==> config.mk <==
export PLATFORM = sky130hd
export DESIGN_NAME = sdram_init_seq
export DESIGN_NICKNAME = d
export VERILOG_FILES = /design/src/rtl/sdram_init_pkg.sv /design/src/rtl/sdr_wait_counter.sv /design/src/rtl/sdr_refresh_timer.sv /design/src/rtl/sdr_cmd_drive.sv /design/src/rtl/sdr_init_fsm.sv /design/src/rtl/sdram_init_seq.sv
export SDC_FILE = /design/constraint.sdc
export NUM_CORES = 1
export LEC_CHECK = 0
export BUFFER_PORTS_ARGS = -buffer_cell sky130_fd_sc_hd__buf_2
export CAP_MARGIN = 20
export CORE_ASPECT_RATIO = 2
export CORE_UTILIZATION = 57
export CTS_CLUSTER_DIAMETER = 30
export CTS_CLUSTER_SIZE = 10
export DETAILED_ROUTE_END_ITERATION = 10
export MAX_ROUTING_LAYER = met4
export PLACE_DENSITY_LB_ADDON = 0.2
export SLEW_MARGIN = 15
export SYNTH_ARGS = -nofsm -noshare
export SYNTH_HDL_FRONTEND = slang
export SYNTH_HIERARCHICAL = 1
export SYNTH_SLANG_ARGS = --single-unit
==> constraint.sdc <==
create_clock -name clk -period 5.3 [get_ports clk]
set_clock_uncertainty 0.15 [all_clocks]
set_input_delay 0.795 -clock clk [delete_from_list [all_inputs] [get_ports clk]]
set_output_delay 0.795 -clock clk [all_outputs]
set_load 0.05 [all_outputs]
==> src/rtl/sdram_init_pkg.sv <==
package sdram_init_pkg;

    // Sequencer states.
    typedef enum logic [3:0] {
        ST_BOOT,
        ST_PWRUP,
        ST_PRECH,
        ST_WAIT_RP,
        ST_INIT_REF,
        ST_WAIT_RC,
        ST_LOAD_MODE,
        ST_WAIT_MRD,
        ST_RUN,
        ST_RUN_REF,
        ST_RUN_RC
    } seq_state_e;

    // Address source selection for the command driver.
    typedef enum logic [1:0] {
        ADR_ZERO,
        ADR_A10,
        ADR_MODE
    } addr_sel_e;

    // Command codes as {cs_n, ras_n, cas_n, we_n}.
    localparam logic [3:0] CMD_NOP   = 4'b0111;
    localparam logic [3:0] CMD_PRECH = 4'b0010;
    localparam logic [3:0] CMD_AREF  = 4'b0001;
    localparam logic [3:0] CMD_LMODE = 4'b0000;

    localparam int MODE_W  = 11;
    localparam int A10_BIT = 10;

    // Mode word: burst code [2:0], sequential order [3]=0, CAS [6:4], rest 0.
    function automatic logic [MODE_W-1:0] build_mode(input logic [2:0] cas,
                                                     input logic [2:0] burst);
        build_mode = {4'b0000, cas, 1'b0, burst};
    endfunction

endpackage

==> src/rtl/sdr_wait_counter.sv <==
module sdr_wait_counter #(
    parameter int W = 16
) (
    input  logic         clk,
    input  logic         rst_n,
    input  logic         load,
    input  logic [W-1:0] load_val,
    output logic         done
);

    localparam logic [W-1:0] ONE = W'(1);

    logic [W-1:0] cnt_q;

    always_ff @(posedge clk or negedge rst_n) begin
        if (!rst_n) begin
            cnt_q <= '0;
        end else if (load) begin
            cnt_q <= load_val;
        end else if (cnt_q != '0) begin
            cnt_q <= cnt_q - ONE;
        end
    end

    assign done = (cnt_q == '0);

endmodule

==> src/rtl/sdr_refresh_timer.sv <==
module sdr_refresh_timer #(
    parameter int W = 16
) (
    input  logic         clk,
    input  logic         rst_n,
    input  logic         en,
    input  logic         ack,
    input  logic [W-1:0] interval,
    output logic         pend
);

    localparam logic [W-1:0] ONE = W'(1);

    logic [W-1:0] tmr_q;
    logic         pend_q;
    logic         expire;

    assign expire = en && (tmr_q == '0);

    always_ff @(posedge clk or negedge rst_n) begin
        if (!rst_n) begin
            tmr_q <= '0;
        end else if (!en || expire) begin
            tmr_q <= interval - ONE;
        end else begin
            tmr_q <= tmr_q - ONE;
        end
    end

    // A new expiry wins over an acknowledge in the same cycle.
    always_ff @(posedge clk or negedge rst_n) begin
        if (!rst_n) begin
            pend_q <= 1'b0;
        end else if (!en) begin
            pend_q <= 1'b0;
        end else if (expire) begin
            pend_q <= 1'b1;
        end else if (ack) begin
            pend_q <= 1'b0;
        end
    end

    assign pend = pend_q;

endmodule

==> src/rtl/sdr_cmd_drive.sv <==
module sdr_cmd_drive
    import sdram_init_pkg::*;
#(
    parameter int ADDR_W = 12,
    parameter int BANK_W = 2
) (
    input  logic              clk,
    input  logic              rst_n,
    input  logic [3:0]        cmd_code,
    input  addr_sel_e         addr_sel,
    input  logic [MODE_W-1:0] mode_bits,
    input  logic              run_flag,
    output logic              cs_n,
    output logic              ras_n,
    output logic              cas_n,
    output logic              we_n,
    output logic [BANK_W-1:0] ba,
    output logic [ADDR_W-1:0] addr,
    output logic              ready
);

    logic [ADDR_W-1:0] addr_nx;

    always_comb begin
        addr_nx = '0;
        case (addr_sel)
            ADR_A10:  addr_nx[A10_BIT] = 1'b1;
            ADR_MODE: addr_nx[MODE_W-1:0] = mode_bits;
            default:  addr_nx = '0;
        endcase
    end

    always_ff @(posedge clk or negedge rst_n) begin
        if (!rst_n) begin
            {cs_n, ras_n, cas_n, we_n} <= CMD_NOP;
            ba    <= '0;
            addr  <= '0;
            ready <= 1'b0;
        end else begin
            {cs_n, ras_n, cas_n, we_n} <= cmd_code;
            ba    <= '0;
            addr  <= addr_nx;
            ready <= run_flag;
        end
    end

endmodule

==> src/rtl/sdr_init_fsm.sv <==
module sdr_init_fsm
    import sdram_init_pkg::*;
#(
    parameter int WAIT_W = 16,
    parameter int REFS_W = 4
) (
    input  logic              clk,
    input  logic              rst_n,
    input  logic              cnt_done,
    input  logic              ref_pend,
    input  logic [WAIT_W-1:0] pw_val,
    input  logic [WAIT_W-1:0] rp_val,
    input  logic [WAIT_W-1:0] rc_val,
    input  logic [WAIT_W-1:0] mrd_val,
    input  logic [REFS_W-1:0] refs_eff,
    output logic              cnt_load,
    output logic [WAIT_W-1:0] cnt_val,
    output logic [3:0]        cmd_code,
    output addr_sel_e         addr_sel,
    output logic              run_flag,
    output logic              ref_ack
);

    localparam logic [REFS_W-1:0] ONE_REF = REFS_W'(1);

    seq_state_e        state_q, state_nx;
    logic [REFS_W-1:0] refs_left_q;

    // State register and startup refresh budget.
    always_ff @(posedge clk or negedge rst_n) begin
        if (!rst_n) begin
            state_q     <= ST_BOOT;
            refs_left_q <= '0;
        end else begin
            state_q <= state_nx;
            if (state_q == ST_PRECH) begin
                refs_left_q <= refs_eff;
            end else if (state_q == ST_INIT_REF) begin
                refs_left_q <= refs_left_q - ONE_REF;
            end
        end
    end

    // Transitions.
    always_comb begin
        state_nx = state_q;
        unique case (state_q)
            ST_BOOT:      state_nx = ST_PWRUP;
            ST_PWRUP:     if (cnt_done) state_nx = ST_PRECH;
            ST_PRECH:     state_nx = ST_WAIT_RP;
            ST_WAIT_RP:   if (cnt_done) state_nx = ST_INIT_REF;
            ST_INIT_REF:  state_nx = ST_WAIT_RC;
            ST_WAIT_RC:   if (cnt_done) state_nx = (refs_left_q == '0) ? ST_LOAD_MODE : ST_INIT_REF;
            ST_LOAD_MODE: state_nx = ST_WAIT_MRD;
            ST_WAIT_MRD:  if (cnt_done) state_nx = ST_RUN;
            ST_RUN:       if (ref_pend) state_nx = ST_RUN_REF;
            ST_RUN_REF:   state_nx = ST_RUN_RC;
            ST_RUN_RC:    if (cnt_done) state_nx = ref_pend ? ST_RUN_REF : ST_RUN;
            default:      state_nx = ST_BOOT;
        endcase
    end

    // Outputs.
    always_comb begin
        cnt_load = 1'b0;
        cnt_val  = '0;
        cmd_code = CMD_NOP;
        addr_sel = ADR_ZERO;
        run_flag = 1'b0;
        ref_ack  = 1'b0;
        unique case (state_q)
            ST_BOOT: begin
                cnt_load = 1'b1;
                cnt_val  = pw_val;
            end
            ST_PRECH: begin
                cmd_code = CMD_PRECH;
                addr_sel = ADR_A10;
                cnt_load = 1'b1;
                cnt_val  = rp_val;
            end
            ST_INIT_REF: begin
                cmd_code = CMD_AREF;
                cnt_load = 1'b1;
                cnt_val  = rc_val;
            end
            ST_LOAD_MODE: begin
                cmd_code = CMD_LMODE;
                addr_sel = ADR_MODE;
                cnt_load = 1'b1;
                cnt_val  = mrd_val;
            end
            ST_RUN: run_flag = 1'b1;
            ST_RUN_REF: begin
                run_flag = 1'b1;
                cmd_code = CMD_AREF;
                cnt_load = 1'b1;
                cnt_val  = rc_val;
                ref_ack  = 1'b1;
            end
            ST_RUN_RC: run_flag = 1'b1;
            ST_PWRUP, ST_WAIT_RP, ST_WAIT_RC, ST_WAIT_MRD: begin
                cmd_code = CMD_NOP;
            end
            default: cmd_code = CMD_NOP;
        endcase
    end

endmodule

==> src/rtl/sdram_init_seq.sv <==
module sdram_init_seq
    import sdram_init_pkg::*;
#(
    parameter int ADDR_W = 12,
    parameter int BANK_W = 2,
    parameter int WAIT_W = 16,
    parameter int TIME_W = 4,
    parameter int REFS_W = 4,
    parameter int IVL_W  = 16
) (
    input  logic              clk,
    input  logic              rst_n,
    input  logic [WAIT_W-1:0] cfg_pwrup_wait,
    input  logic [TIME_W-1:0] cfg_trp,
    input  logic [TIME_W-1:0] cfg_trc,
    input  logic [TIME_W-1:0] cfg_tmrd,
    input  logic [REFS_W-1:0] cfg_init_refs,
    input  logic [2:0]        cfg_cas_lat,
    input  logic [2:0]        cfg_burst_code,
    input  logic [IVL_W-1:0]  cfg_ref_interval,
    output logic              sdr_cke,
    output logic              sdr_cs_n,
    output logic              sdr_ras_n,
    output logic              sdr_cas_n,
    output logic              sdr_we_n,
    output logic [BANK_W-1:0] sdr_ba,
    output logic [ADDR_W-1:0] sdr_addr,
    output logic              mem_ready
);

    localparam logic [WAIT_W-1:0] GAP_MIN = WAIT_W'(2);
    localparam logic [WAIT_W-1:0] MRD_MIN = WAIT_W'(3);
    localparam logic [REFS_W-1:0] REF_MIN = REFS_W'(1);
    localparam logic [IVL_W-1:0]  IVL_MIN = IVL_W'(1);

    logic [WAIT_W-1:0] trp_w, trc_w, mrd_w;
    logic [WAIT_W-1:0] trp_eff, trc_eff, mrd_eff;
    logic [WAIT_W-1:0] rp_val, rc_val, mrd_val;
    logic [REFS_W-1:0] refs_eff;
    logic [IVL_W-1:0]  ivl_eff;
    logic [MODE_W-1:0] mode_bits;

    logic              cnt_load, cnt_done;
    logic [WAIT_W-1:0] cnt_val;
    logic              ref_pend, ref_ack, run_flag;
    logic [3:0]        cmd_code;
    addr_sel_e         addr_sel;

    // Raise timing values to the device minimums; waits count gap minus the issue cycle minus one.
    assign trp_w    = WAIT_W'(cfg_trp);
    assign trc_w    = WAIT_W'(cfg_trc);
    assign mrd_w    = WAIT_W'(cfg_tmrd);
    assign trp_eff  = (trp_w < GAP_MIN) ? GAP_MIN : trp_w;
    assign trc_eff  = (trc_w < GAP_MIN) ? GAP_MIN : trc_w;
    assign mrd_eff  = (mrd_w < MRD_MIN) ? MRD_MIN : mrd_w;
    assign rp_val   = trp_eff - GAP_MIN;
    assign rc_val   = trc_eff - GAP_MIN;
    assign mrd_val  = mrd_eff - GAP_MIN;
    assign refs_eff = (cfg_init_refs == '0) ? REF_MIN : cfg_init_refs;
    assign ivl_eff  = (cfg_ref_interval == '0) ? IVL_MIN : cfg_ref_interval;
    assign mode_bits = build_mode(cfg_cas_lat, cfg_burst_code);

    assign sdr_cke = 1'b1;

    sdr_init_fsm #(
        .WAIT_W (WAIT_W),
        .REFS_W (REFS_W)
    ) u_fsm (
        .clk      (clk),
        .rst_n    (rst_n),
        .cnt_done (cnt_done),
        .ref_pend (ref_pend),
        .pw_val   (cfg_pwrup_wait),
        .rp_val   (rp_val),
        .rc_val   (rc_val),
        .mrd_val  (mrd_val),
        .refs_eff (refs_eff),
        .cnt_load (cnt_load),
        .cnt_val  (cnt_val),
        .cmd_code (cmd_code),
        .addr_sel (addr_sel),
        .run_flag (run_flag),
        .ref_ack  (ref_ack)
    );

    sdr_wait_counter #(
        .W (WAIT_W)
    ) u_wait (
        .clk      (clk),
        .rst_n    (rst_n),
        .load     (cnt_load),
        .load_val (cnt_val),
        .done     (cnt_done)
    );

    sdr_refresh_timer #(
        .W (IVL_W)
    ) u_rtmr (
        .clk      (clk),
        .rst_n    (rst_n),
        .en       (run_flag),
        .ack      (ref_ack),
        .interval (ivl_eff),
        .pend     (ref_pend)
    );

    sdr_cmd_drive #(
        .ADDR_W (ADDR_W),
        .BANK_W (BANK_W)
    ) u_drv (
        .clk       (clk),
        .rst_n     (rst_n),
        .cmd_code  (cmd_code),
        .addr_sel  (addr_sel),
        .mode_bits (mode_bits),
        .run_flag  (run_flag),
        .cs_n      (sdr_cs_n),
        .ras_n     (sdr_ras_n),
        .cas_n     (sdr_cas_n),
        .we_n      (sdr_we_n),
        .ba        (sdr_ba),
        .addr      (sdr_addr),
        .ready     (mem_ready)
    );

endmodule

### Yosys cells after proc, flatten, opt, wreduce, memory -nomap -nowiden

Index checks and enable logic that the tools add are counted.

| storage, ports and cells | value |
|---|---|
| output and inout port bits | 20 |
| input bits | 56 |
| word-level logic and storage cells | 85 |
| flip-flop bits (word level) | 56 |

| operators by class | value |
|---|---|
| add/subtract/negate cells | 7 |
| eq/ne operators | 19 |
| mux-type cells | 30 |
| reductions and logical operators | 16 |
| magnitude comparators | 3 |

Operator list:

| kind | count |
|---|---|
| 2-to-1 mux 16 bit | 4 |
| case mux 16 bit (4 select lines) | 1 |
| zero test 16 bit | 3 |
| 2-to-1 mux 4 bit | 12 |
| subtractor 16 x 1 -> 16 bit (second input constant) | 3 |
| case mux 4 bit (11 select lines) | 1 |
| equality test 4 x 3 -> 1 bit (second input constant) | 4 |
| nonzero test 16 bit | 1 |
| subtractor 4 x 2 -> 5 bit (second input constant) | 3 |
| equality test 4 bit (second input constant) | 3 |
| zero test 4 bit | 3 |
| < comparator 4 x 2 -> 1 bit (second input constant) | 3 |
| inequality test 2 bit (second input constant) | 5 |
| case mux 3 bit (3 select lines) | 1 |
| equality test 4 x 2 -> 1 bit (second input constant) | 2 |
| 2-to-1 mux 1 bit | 8 |
| 2-to-1 mux 7 bit | 1 |
| AND reduction 6 bit | 1 |
| OR reduction 5 bit | 1 |
| equality test 4 x 1 -> 1 bit (second input constant) | 1 |
| case mux 2 bit (2 select lines) | 1 |
| nonzero test 2 bit | 2 |
| subtractor 4 x 1 -> 4 bit (second input constant) | 1 |
| inequality test 3 bit (second input constant) | 1 |
| 9 further kinds | 9 |

### Logic depth before layout (Yosys ltp)

| depth | value |
|---|---|
| depth after elaboration | 6 |
| depth in mapped cells | 14 |
| depth with buffers taken out | 11 |

### Cells and area by module

Netlist, hierarchy kept.

Modules (own cells, without submodules):

| module | times used | cells an instance | area an instance (sq um) | sequential area each (sq um) |
|---|---|---|---|---|
| sdr_init_fsm | 1 | 144 | 1218.7 | 200.2 |
| sdr_refresh_timer | 1 | 132 | 1211.2 | 425.4 |
| sdr_wait_counter | 1 | 104 | 1006.0 | 400.4 |
| sdr_cmd_drive | 1 | 37 | 545.5 | 404.1 |
| sdram_init_seq | 1 | 49 | 260.2 | 0.0 |

### Worst setup path before layout

OpenSTA, ideal clock, no wires.

| timing path | value |
|---|---|
| path type | reg-to-reg |
| start point | reg u_rtmr.tmr_q[1] |
| end point | reg u_rtmr.tmr_q[12] |
| cell stages (with the launch flop) | 13 |
| library setup time | 128 ps |
| clock period less this slack | 3772 ps |
| path slack | 1528 ps |
| path buffers | 1 |
| arrival time | 3494 ps |
| data required time | 5022 ps |
| cells stage by stage | dfrtp_1 -> nor4_1 -> nand4_1 -> o21ai_1 -> buf_2 -> mux2i_1 -> ha_1 -> or3b_2 -> nor4_1 -> o21ai_0 -> nor3_1 -> xnor2_1 -> mux2i_1 |

| between the ends | value |
|---|---|
| cells in the longest elaborated chain, start to end | 4 |
| elaborated cells between the ends (all ways) | 5 |
| classes of those cells | 1 x add/sub; 1 x mux; 3 x reduce/logical |

Ends and longest elaborated chain:

| element | line | source |
|---|---|---|
| from (decl) | sdr_refresh_timer.sv:14 | `logic [W-1:0] tmr_q;` |
| from (signal assigned) | sdr_refresh_timer.sv:24 | `tmr_q <= interval - ONE;` |
| from (signal assigned) | sdr_refresh_timer.sv:26 | `tmr_q <= tmr_q - ONE;` |
| branches (longest 3 deep; another with subtractor 16 x 1 -> 16 bit) | -- |  |
| 2-to-1 mux 16 bit (*) | sdr_refresh_timer.sv:23 | `end else if (!en \|\| expire) begin` |

Mark *: on every way between the ends.
A chain may end at the register's enable or synchronous reset.

### Final worst setup path

Ends and elaborated chain as after synthesis.

==> qor.txt <==
status: finished, final reports clean
hold_ws: 0.378 ns
Worst path slowest cell: nor4_1
first-pass GRT wire length: 17.1 mm
leading cell type in the layout, fill and taps excluded: buf_2
ys flop type: dfrtp_1
share of the synthesized area in the top cell type: 31.9%
Final period util: 83.4%
DRT Pass-1 Iters: 4
beginning of the critical path: u_rtmr/tmr_q[1]
FP Rows: 44
met1 Track Usage GR: 24.5%
final setup margin: 0.880 ns
die area: 0.00781 mm²
GR peak layer: met2
Worst-Skew Late Latency: 0.33 ns
Initial Util: 58.8%
Post-Route WL: 10.8 mm
Routed WL per cell: 16.5 µm
largest area contributor in the netlist: dfrtp_1
gpl congestion: 0.863
Area contributors post-synth: dfrtp_1, xnor2_1, mux2i_1, and2_1, nor2_1
async set or reset register ratio after synthesis: 100%
gr ovfl total: 0
Max Cap Viol: 0
post-CTS sizing: 0
combinational power share: 17.0%
RSZ-0062 raised after global routing: false
Design Area, Final: 0.00505 mm²
worst r2r src: u_rtmr/tmr_q[1]
dpl hpwl: 7.95 mm
Worst Tran Pin Value: 0.992 ns
Static Leak: 2.26 nW
crit end category: flop
Max rail drop VDD: 251 µV
H-tree levels: 3
Root Driver: clkbuf_16
cells along the critical path: nor4_1 -> nand4_1 -> o21ai_1 -> mux2i_1 -> ha_1 -> or3b_2 -> nor4_1 -> o21ai_0 -> nor3_1 -> xnor2_1 -> mux2i_1
die height: 124 µm
Seq/Total Area, Yosys: 33.7%
Die X-Extent: 63.0 µm
CTS Buf Count: 9
Reg power frac: 39.3%
clk buf depth: 2
GRT met3 Usage: 5.13%
Vias: 3828
CORE AREA: 0.00721 mm²
num ports: 76
share of cells above drive strength 1: 24.8%
CP Class: reg2reg
area delta synth->final: 19.0%
max-slew violations: 0
post-CTS setup repair buffer count: 0
CTS tree: done
Post-Syn Area: 0.00424 mm²
setup slack after placement: 1.13 ns
initial antenna violation count: 0
switch share: 27.1%
CTS clk-pin slew, worst paths: 0.05 ns
min-delay src: u_rtmr/pend
utilization after layout: 70.0%
Post-DP Area: 0.00472 mm²
Final ANT Viol Nets: 0
Final Net Count: 620
port buffer count: 71
Internal: 1.03 mW
worst hold path class: reg2reg
#FFs+latches synth: 57
Net Switching: 0.383 mW
Yosys warning count: 6
setup tns final: 0 ns
Synth Instances: 466
max_slew headroom: 33.6%
Crit Path Max Fanout: 7
antenna fix cells: 0
Final Hold Vio Count: 0
Vias/cell: 5.86
CP Data Required Time: 5.35 ns
CTS sink cnt: 57
vias in the first global route: 3828
number of synthesized flops with an enable pin: 0
detailed-route DRC error count: 0
largest net degree at the start of global routing: 58
DRT iter0 DRCs: 225
min Tclk post-route: 4.42 ns
commonest non-fill, non-tap cells in the layout: buf_2, dfrtp_1, conb_1
Total GRT Usage: 29.6%
Final setup viols: 0
Fmax: 226 MHz
syn avg cell area: 9.10 µm²
Crit path arrival time: 4.47 ns
Power Density: 280 mW/mm²
Worst path max stage delay: 0.65 ns
Clk pwr share: 43.7%
CTS Hold Buffers Added: 0
GR Util met2: 58.7%
Synth cell types: 72
CP Launch Type: flop
==> synth_stat cells, drive strengths merged, types with 9 or more instances <==
master  instances
nand2          16
xor2            9
nor4           15
clkbuf         30
a221o          10
nor3           19
nand2b         13
o21ai          12
xnor2          23
mux2i          16
o22ai           9
inv            17
mux2            9
a21oi          19
a22o            9
dfrtp          54
nor2           31
buf            19
and2           20
==> cell type report <==
class,count,area [µm²]
clock inverters,5,78.8
fillers,584,2170
flip-flops and latches,57,1430
multi-input cells,389,2670
inverters,19,85.1
repair buffers,80,423
well taps,92,115
clock buffers,11,243
==> metrics by stage <==
step	power, mW	instances
6_report	1.41	653
5_1_grt	1.47	653
4_1_cts	1.42	653
3_5_place_dp	0.798	637
3_3_place_gp	0.786	637
2_1_floorplan	0.725	514
==> layer usage <==
metal / vias to the layer above / part of all wire, %
met3: 45 / 3.6
met5: - / 0
met4: 0 / 4.4
li1: 1820 / -
met2: 117 / 58
met1: 1846 / 34
==> worst max-delay path: cells and delay by family, from the launching register on <==
family	cells	cell delay, ns
compound gates	2	0.73
mux	2	0.44
fa+ha+maj	1	0.28
simple gates	5	2.16
flops	1	0.39
xor+xnor	1	0.16
==> power groups by stage <==
stage          clock (mW)  sequential, mW  combinational (mW)
2_1_floorplan           0           0.548               0.178
3_3_place_gp            0           0.556               0.230
3_5_place_dp            0           0.561               0.237
4_1_cts             0.625           0.555               0.239
5_1_grt             0.642           0.562               0.268
6_report            0.617           0.556               0.240
==> sequential cells by signal, indices dropped and copies added (netlist names) <==
signal             count
u_fsm/refs_left_q      4
u_drv/we_n             1
u_drv/cas_n            1
u_rtmr/pend            1
u_fsm/state_q          4
u_drv/addr            11
u_rtmr/tmr_q          16
u_drv/ras_n            1
u_drv/ready            1
u_drv/cs_n             1
u_wait/cnt_q          16
==> final timing paths <==
kind / to / slack, ns / cells past startpoint
max in group asynchronous: u_wait/cnt_q[4] / 4.04 / 2
min in group asynchronous: u_wait/cnt_q[15] / 0.46 / 2
worst max register to register: u_rtmr/tmr_q[12] / 0.88 / 11
worst min-delay path: u_rtmr/pend / 0.38 / 2
worst max-delay path: u_rtmr/tmr_q[12] / 0.88 / 11
worst min register to register: u_rtmr/pend / 0.38 / 2
==> cells by family after synthesis <==
group	count (synthesis)	share of synthesized area, %
muxes	25	6.17
AOI/OAI and AO/OA	107	19.2
adders and majority gates	9	2.60
xor gates and xnor gates	32	6.61
and+or+nand+nor	164	23.7
buffers and inverters	68	7.64
DFF	57	33.7
other	4	0.354
Note: power is estimated with default switching activity, not from simulation.
